**config.mk**
```make
export PLATFORM = sky130hd
export DESIGN_NAME = irq_pin_frontend
export DESIGN_NICKNAME = d
export VERILOG_FILES = /design/src/rtl/irq_fe_pkg.sv /design/src/rtl/irq_sync.sv /design/src/rtl/irq_change_det.sv /design/src/rtl/irq_pending.sv /design/src/rtl/irq_pin_frontend.sv
export SDC_FILE = /design/constraint.sdc
export NUM_CORES = 1
export LEC_CHECK = 0
export ABC_AREA = 1
export BUFFER_PORTS_ARGS = -buffer_cell sky130_fd_sc_hd__buf_2
export CAP_MARGIN = 0
export CORE_UTILIZATION = 50
export CTS_BUF_LIST = sky130_fd_sc_hd__clkbuf_8
export DETAILED_ROUTE_END_ITERATION = 10
export PLACE_DENSITY_LB_ADDON = 0.25
export SETUP_SLACK_MARGIN = 0.1
export SLEW_MARGIN = 0
export SYNTH_ARGS = -nofsm -noshare
export SYNTH_HDL_FRONTEND = slang
export SYNTH_SLANG_ARGS = --single-unit
export TNS_END_PERCENT = 50
```
**constraint.sdc**
```tcl
create_clock -name clk_i -period 1 [get_ports clk_i]
set_input_delay 0.2 -clock clk_i [delete_from_list [all_inputs] [get_ports clk_i]]
set_output_delay 0.2 -clock clk_i [all_outputs]
set_load 0.1 [all_outputs]
```
**src/rtl/irq_fe_pkg.sv**
```systemverilog
package irq_fe_pkg;
  localparam int PIN_EXT    = 0;
  localparam int PIN_SMI    = 1;
  localparam int PIN_MCHK   = 2;
  localparam int PIN_CKSTOP = 3;
  localparam int PIN_HRESET = 4;
  localparam int PIN_SRESET = 5;
  localparam int NUM_KNOWN  = 6;

  localparam int SRC_EXT  = 0;
  localparam int SRC_SMI  = 1;
  localparam int SRC_MCHK = 2;
  localparam int SRC_SRST = 3;
  localparam int NUM_SRC  = 4;

  // idle level of the known pins: active-low controls rest high
  localparam logic [NUM_KNOWN-1:0] KNOWN_IDLE = 6'b011000;

  function automatic int src_pin(int src);
    case (src)
      SRC_EXT:  return PIN_EXT;
      SRC_SMI:  return PIN_SMI;
      SRC_MCHK: return PIN_MCHK;
      default:  return PIN_SRESET;
    endcase
  endfunction
endpackage

```
**src/rtl/irq_sync.sv**
```systemverilog
module irq_sync #(
  parameter int               W       = 8,
  parameter logic [W-1:0]     RST_VAL = '0
) (
  input  logic         clk_i,
  input  logic         rst_ni,
  input  logic [W-1:0] d_i,
  output logic [W-1:0] q_o
);
  logic [W-1:0] meta_q, sync_q;

  always_ff @(posedge clk_i or negedge rst_ni) begin
    if (!rst_ni) begin
      meta_q <= RST_VAL;
      sync_q <= RST_VAL;
    end else begin
      meta_q <= d_i;
      sync_q <= meta_q;
    end
  end

  assign q_o = sync_q;
endmodule

```
**src/rtl/irq_change_det.sv**
```systemverilog
module irq_change_det #(
  parameter int           W       = 8,
  parameter logic [W-1:0] RST_VAL = '0
) (
  input  logic         clk_i,
  input  logic         rst_ni,
  input  logic [W-1:0] lvl_i,
  output logic [W-1:0] chg_o,
  output logic [W-1:0] last_o
);
  logic [W-1:0] last_q;

  always_ff @(posedge clk_i or negedge rst_ni) begin
    if (!rst_ni) last_q <= RST_VAL;
    else         last_q <= lvl_i;
  end

  assign chg_o  = lvl_i ^ last_q;
  assign last_o = last_q;

  // accepted level tracks the synchronized level
  a_r1_level_tracked: assert property (@(posedge clk_i) disable iff (!rst_ni)
    1'b1 |=> last_q == $past(lvl_i));
endmodule

```
**src/rtl/irq_pending.sv**
```systemverilog
module irq_pending
  import irq_fe_pkg::*;
#(
  parameter int NUM_PINS = 8
) (
  input  logic                clk_i,
  input  logic                rst_ni,
  input  logic [NUM_PINS-1:0] chg_i,
  input  logic [NUM_PINS-1:0] lvl_i,
  input  logic                ack_valid_i,
  input  logic [NUM_SRC-1:0]  ack_mask_i,
  output logic [NUM_SRC-1:0]  pend_o
);
  logic [NUM_SRC-1:0] set_v, lvl_clr_v, clr_v, pend_q;

  for (genvar s = 0; s < NUM_SRC; s++) begin : g_src
    localparam int P = src_pin(s);
    if (s == SRC_MCHK) begin : g_fall
      assign set_v[s]     = chg_i[P] & ~lvl_i[P];
      assign lvl_clr_v[s] = 1'b0;
    end else begin : g_level
      assign set_v[s]     = chg_i[P] & lvl_i[P];
      assign lvl_clr_v[s] = chg_i[P] & ~lvl_i[P];
    end
    assign clr_v[s] = lvl_clr_v[s] | (ack_valid_i & ack_mask_i[s]);
  end

  always_ff @(posedge clk_i or negedge rst_ni) begin
    if (!rst_ni) pend_q <= '0;
    else         pend_q <= (pend_q & ~clr_v) | set_v; // set wins
  end

  assign pend_o = pend_q;

  a_r1_quiet_stable: assert property (@(posedge clk_i) disable iff (!rst_ni)
    (chg_i[NUM_KNOWN-1:0] == '0 && !ack_valid_i) |=> pend_q == $past(pend_q));

  a_r2_ext_follows: assert property (@(posedge clk_i) disable iff (!rst_ni)
    chg_i[PIN_EXT] |=> pend_q[SRC_EXT] == $past(lvl_i[PIN_EXT]));

  a_r3_rise_no_set: assert property (@(posedge clk_i) disable iff (!rst_ni)
    (chg_i[PIN_MCHK] && lvl_i[PIN_MCHK] && !pend_q[SRC_MCHK]) |=> !pend_q[SRC_MCHK]);

  a_r8_unknown_ignored: assert property (@(posedge clk_i) disable iff (!rst_ni)
    (chg_i[NUM_PINS-1:NUM_KNOWN] != '0 && chg_i[NUM_KNOWN-1:0] == '0 && !ack_valid_i)
      |=> pend_q == $past(pend_q));

  a_r9_ack_clears: assert property (@(posedge clk_i) disable iff (!rst_ni)
    (ack_valid_i && ack_mask_i[SRC_SRST] && !(chg_i[PIN_SRESET] && lvl_i[PIN_SRESET]))
      |=> !pend_q[SRC_SRST]);

  a_r10_set_wins: assert property (@(posedge clk_i) disable iff (!rst_ni)
    (chg_i[PIN_SRESET] && lvl_i[PIN_SRESET]) |=> pend_q[SRC_SRST]);
endmodule

```
**src/rtl/irq_pin_frontend.sv**
```systemverilog
module irq_pin_frontend
  import irq_fe_pkg::*;
#(
  parameter int NUM_PINS = 8
) (
  input  logic                clk_i,
  input  logic                rst_ni,
  input  logic [NUM_PINS-1:0] pins_i,
  input  logic                ack_valid_i,
  input  logic [NUM_SRC-1:0]  ack_mask_i,
  output logic [NUM_SRC-1:0]  pending_o,
  output logic                irq_o,
  output logic                halt_o,
  output logic                core_reset_o
);
  localparam logic [NUM_PINS-1:0] IDLE = NUM_PINS'(KNOWN_IDLE);

  logic [NUM_PINS-1:0] sync_lvl, chg, last_lvl;

  irq_sync #(.W(NUM_PINS), .RST_VAL(IDLE)) u_sync (
    .clk_i(clk_i), .rst_ni(rst_ni), .d_i(pins_i), .q_o(sync_lvl)
  );

  irq_change_det #(.W(NUM_PINS), .RST_VAL(IDLE)) u_chg (
    .clk_i(clk_i), .rst_ni(rst_ni), .lvl_i(sync_lvl), .chg_o(chg), .last_o(last_lvl)
  );

  irq_pending #(.NUM_PINS(NUM_PINS)) u_pend (
    .clk_i(clk_i), .rst_ni(rst_ni), .chg_i(chg), .lvl_i(sync_lvl),
    .ack_valid_i(ack_valid_i), .ack_mask_i(ack_mask_i), .pend_o(pending_o)
  );

  assign irq_o        = |pending_o;
  assign halt_o       = ~last_lvl[PIN_CKSTOP];
  assign core_reset_o = ~last_lvl[PIN_HRESET];

  a_r4_halt_on_low: assert property (@(posedge clk_i) disable iff (!rst_ni)
    chg[PIN_CKSTOP] |=> halt_o == !$past(sync_lvl[PIN_CKSTOP]));

  a_r5_reset_on_low: assert property (@(posedge clk_i) disable iff (!rst_ni)
    chg[PIN_HRESET] |=> core_reset_o == !$past(sync_lvl[PIN_HRESET]));

  a_r7_irq_drops_when_idle: assert property (@(posedge clk_i) disable iff (!rst_ni)
    (pending_o == '0 && chg[NUM_KNOWN-1:0] == '0) |=> !irq_o);
endmodule

```
; ---- Word level (Yosys, flattened, before mapping)
; Cells that the tools add are included.
[totals]
elab_cells = 29
inputBits = 15
output_inout_bits = 7
regBits = 22
[op_classes]
reduce_logical = 1
bitwise = 24
[op_table]
columns = op, count
row1 = $and 1x1->1, 11
row2 = $not 1->1, 6
row3 = $xor 6x6->6, 1
row4 = $and 4x4->4, 1
row5 = $not 4->4, 1
row6 = $or 4x4->4, 1
row7 = $reduce_or 4->1, 1
row8 = $or 1x1->1, 3

; ---- Logic depth before layout (Yosys ltp)
[depth]
ltp_word = 6
depth_mapped = 4
ltp_nobuf = 4

; ---- Modules after synthesis
; From an unflattened synthesis, not the netlist that was laid out.
[hier_totals]
cells_unflattened = 92
area_unflattened_um2 = 953.4
[modules_own_cells]
columns = module, seq_area_each_um2, cells_per_inst, instances, area_per_inst_um2
row1 = irq_sync, 405.4, 16, 1, 405.4
row2 = irq_change_det, 202.7, 48, 1, 352.8
row3 = irq_pending, 100.1, 23, 1, 176.4
row4 = irq_pin_frontend, 0.0, 5, 1, 18.8

; ---- Worst setup path after synthesis
; OpenSTA, ideal clock, no wires.
[synth_timing]
kind = register to output
startpoint = reg u_pend.pend_q[3] (netlist: u_pend.pend_o[3])
endpoint = out irq_o
path_stages_with_launch = 3
setup_slack_ns = -0.907
required_time_ns = 0.800
n_path_buf = 0
arrival_time_ns = 1.707
cell_sequence = dfrtp_1 > nor2_1 > nand2_1
[synth_via]
elab_chain_cells = 1
[synth_lines]
columns = item, line
row1 = start: declaration, irq_pending.sv:14  ; logic [NUM_SRC-1:0] set_v, lvl_clr_v, clr_v, pend_q;
row2 = start signal: assignment, irq_pending.sv:30  ; else pend_q <= (pend_q & ~clr_v) | set_v;
row3 = $reduce_or 4->1, irq_pin_frontend.sv:33  ; assign irq_o = |pending_o;
row4 = end: declaration, irq_pin_frontend.sv:12  ; output logic irq_o,
; No other way between the ends.

; ---- Worst setup path after layout
[layout_timing]
startpoint = reg u_pend.pend_q[2] (netlist: u_pend.pend_o[2])
endpoint = out irq_o
; The elaborated chain is that of the path after synthesis.

==> qor.txt <==
max_slew headroom = 0.701
outcome = complete, but fails checks
post-synth top area share = 0.596
area share of xor/xnor cells in the synthesized design = 0
R2R Path End = u_pend.pend_o[1]
Tot Pwr = 2.11 mW
Util after Layout = 0.917
failing checks = negative setup slack
clock buffer depth = 2
Ports = 22
First-pass DRT Iterations = 4
row count = 12
startpoint class of the critical path = flop
Area Overhead vs Synth = 59.8%
Syn Area/Cell = 13.7 µm²
flop2flop setup slack = 0.01 ns
CTS buffer count = 3
CTS Sinks = 22
hold_sp = pins_i[4]
starting density of the core = 0.574
Synth Area in Compound Gates = 0.00745
number of synthesized flops with an enable pin = 0
hold depth = 1
initial antenna violation count = 0
power per standard cell area = 1970 nW/µm²
layout cells sized above 1 = 0.595
Die Y = 38.7 µm
Clock transition at path regs = 0.07 ns
r2r worst-path depth = 4
Post-Synth Simple-Gate Area = 0.128
Post-Synth Adder-Cell Area = 0
Crit Reg-Reg Startpoint = u_pend.pend_o[1]
largest family of logic cells by synthesized area = simple AND/OR/NAND/NOR gates
worst slew pin tran = 0.449 ns
CP Buf/Inv Count = 1
Syn Std Cell Area = 672 µm²
WP data arrival = 1.16 ns
Remaining DRCs = 0
crit end category = output pin
Cell variety after synth = 8
Worst Hold Path EP = u_sync.meta_q[4]
Syn Nets = 64
first-pass GRT wire length = 2270 µm
Core ar. = 1170 µm²
grt ovf = 0
delay-heaviest family, CP = flip-flops
FILL cells = 42
worst slack, placed = -0.171 ns
Detail Route Antenna Nets = 0
Area contributors post-synth = dfrtp_1 (60%), dfstp_2 (23%), nand2_1 (6.7%)
largest net degree at the start of global routing = 23
Post-synth top cells = dfrtp_1 (16), nand2_1 (12), dfstp_2 (6), inv_1 (6)
Synth Flop Type = dfrtp_1
Final nets = 95
Pleak = 0.511 nW
Worst Path Required = 0.80 ns
post-synthesis sequential area ratio = 0.831
worst hold path type = primary input to flop
H-tree Lvls = 1
Async SR Flop Fraction = 1.00
period utilization = 1.36
RD Place Congestion = 0.615
synthesized flop and latch total = 22
Synth warnings = 0
Via Count = 468
design area = 1070 µm²
PnR worst setup slack = -0.357 ns
highest-delay cell along the critical path = dfrtp_4
Setup violations, final = 7
most common cell in the netlist = dfrtp_1
GR Util All Layers = 0.250
PortBufs = 19
wire per inst = 16.7 µm
CP Cell Sequence = nor2_4 -> nand2_8 -> buf_12
Die X = 38.7 µm
Max Cap Viol = 0
Post-Route WL = 1550 µm
CTS root buffer = clkbuf_8
Post-Synthesis Cells = 49
critical path's largest stage delay = 0.50 ns
full die area = 1490 µm²
vias per inst = 5.03
Final Critical Period = 1.36 ns
Crit Path Max Fanout = 2
diode count = 0
Hold Vio Cnt, Final = 0
CTS tree = built
f_max = 737 MHz
Post-DP HPWL = 851 µm
worst skew pair latency = 0.26 ns
Final Max Slew Viols = 0
CP Class = flop to output pin
unrepaired setup endpoints after global routing = true
maximum VDD drop = 1670 µV
placed inst area = 926 µm²
area leader, netlist = dfrtp_1
vias in the first global route = 534
1st-iter DRT viols = 17
post-synthesis mux area share = 0
clock skew = 0.00269 ns
## worst max path at each step
stage | end | depth (start not counted) | slack, ns | start
floorplan | irq_o | 2 | -0.16 | u_pend.pend_o[2]
global placement | irq_o | 3 | -0.16 | u_pend.pend_o[1]
detailed placement | irq_o | 3 | -0.17 | u_pend.pend_o[1]
CTS | irq_o | 3 | -0.36 | u_pend.pend_o[0]
global route | irq_o | 3 | -0.37 | u_pend.pend_o[2]
finish | irq_o | 3 | -0.36 | u_pend.pend_o[2]
## metal layers
layer | vias to the layer above | track usage | routed length (µm)
met5 | - | 0 | 0
met4 | 0 | 0.155 | 10
met3 | 4 | 0.0751 | 82
met2 | 30 | 0.471 | 919
met1 | 228 | 0.220 | 536
li1 | 206 | - | -
## report_power, final
part / switching [mW] / internal (mW) / total [mW]
sequential: 0.0446 / 0.966 / 1.01
clock: 0.266 / 0.350 / 0.616
combinational: 0.295 / 0.190 / 0.485
total: 0.606 / 1.51 / 2.11
## registers in the layout, indices dropped and copies added, names as in the netlist
register / flops
u_sync.q_o: 6
u_pend.pend_o: 4
u_sync.meta_q: 6
u_chg.last_o: 6
## what timing repair did
action	in CTS	in global routing
resized for setup	17	4
setup buffers	0	2
pin swaps	2	1
setup endpoints to repair	8	10
hold buffers	1	0
endpoints found under the hold margin	16	0
## metrics by stage
step | hold slack [ns] | std cells | setup TNS, ns
detailed placement | 0.169 | 86 | -0.174
finish | 0.0337 | 93 | -1.74
floorplan | -0.0956 | 49 | -0.406
global route | 0.0256 | 93 | -1.86
global placement | 0.164 | 86 | -0.159
CTS | 0.0313 | 91 | -1.74
## cells in the final DEF (no fill, tap or decap)
cell type,count
clkbuf_8,4
or2_0,3
nand2_1,10
nand3_2,2
nor2_4,2
nand2_8,1
buf_4,2
inv_1,4
dfrtp_4,4
buf_2,12
dfrtp_1,12
buf_6,4
dlygate4sd3_1,1
dfstp_2,6
nand2_2,1
o21ai_1,1
nand3_1,1
inv_2,2
buf_12,7
## cells by family after synthesis
family                 after synthesis
flip-flops                          22
AND/OR/NAND/NOR                     20
buffers and inverters                6
AO/OA/AOI/OAI                        1
## cell type report
cell class / instances / area (µm²) / share of cell area
Multi-Input combinational cell: 21 / 135 / 0.126
Clock buffer: 4 / 55.1 / 0.0513
Timing Repair Buffer: 26 / 270 / 0.252
Inverter: 6 / 22.5 / 0.0210
Sequential cell: 22 / 573 / 0.534
Tap cell: 14 / 17.5 / 0.0163
(Power assumes the default switching activity.)
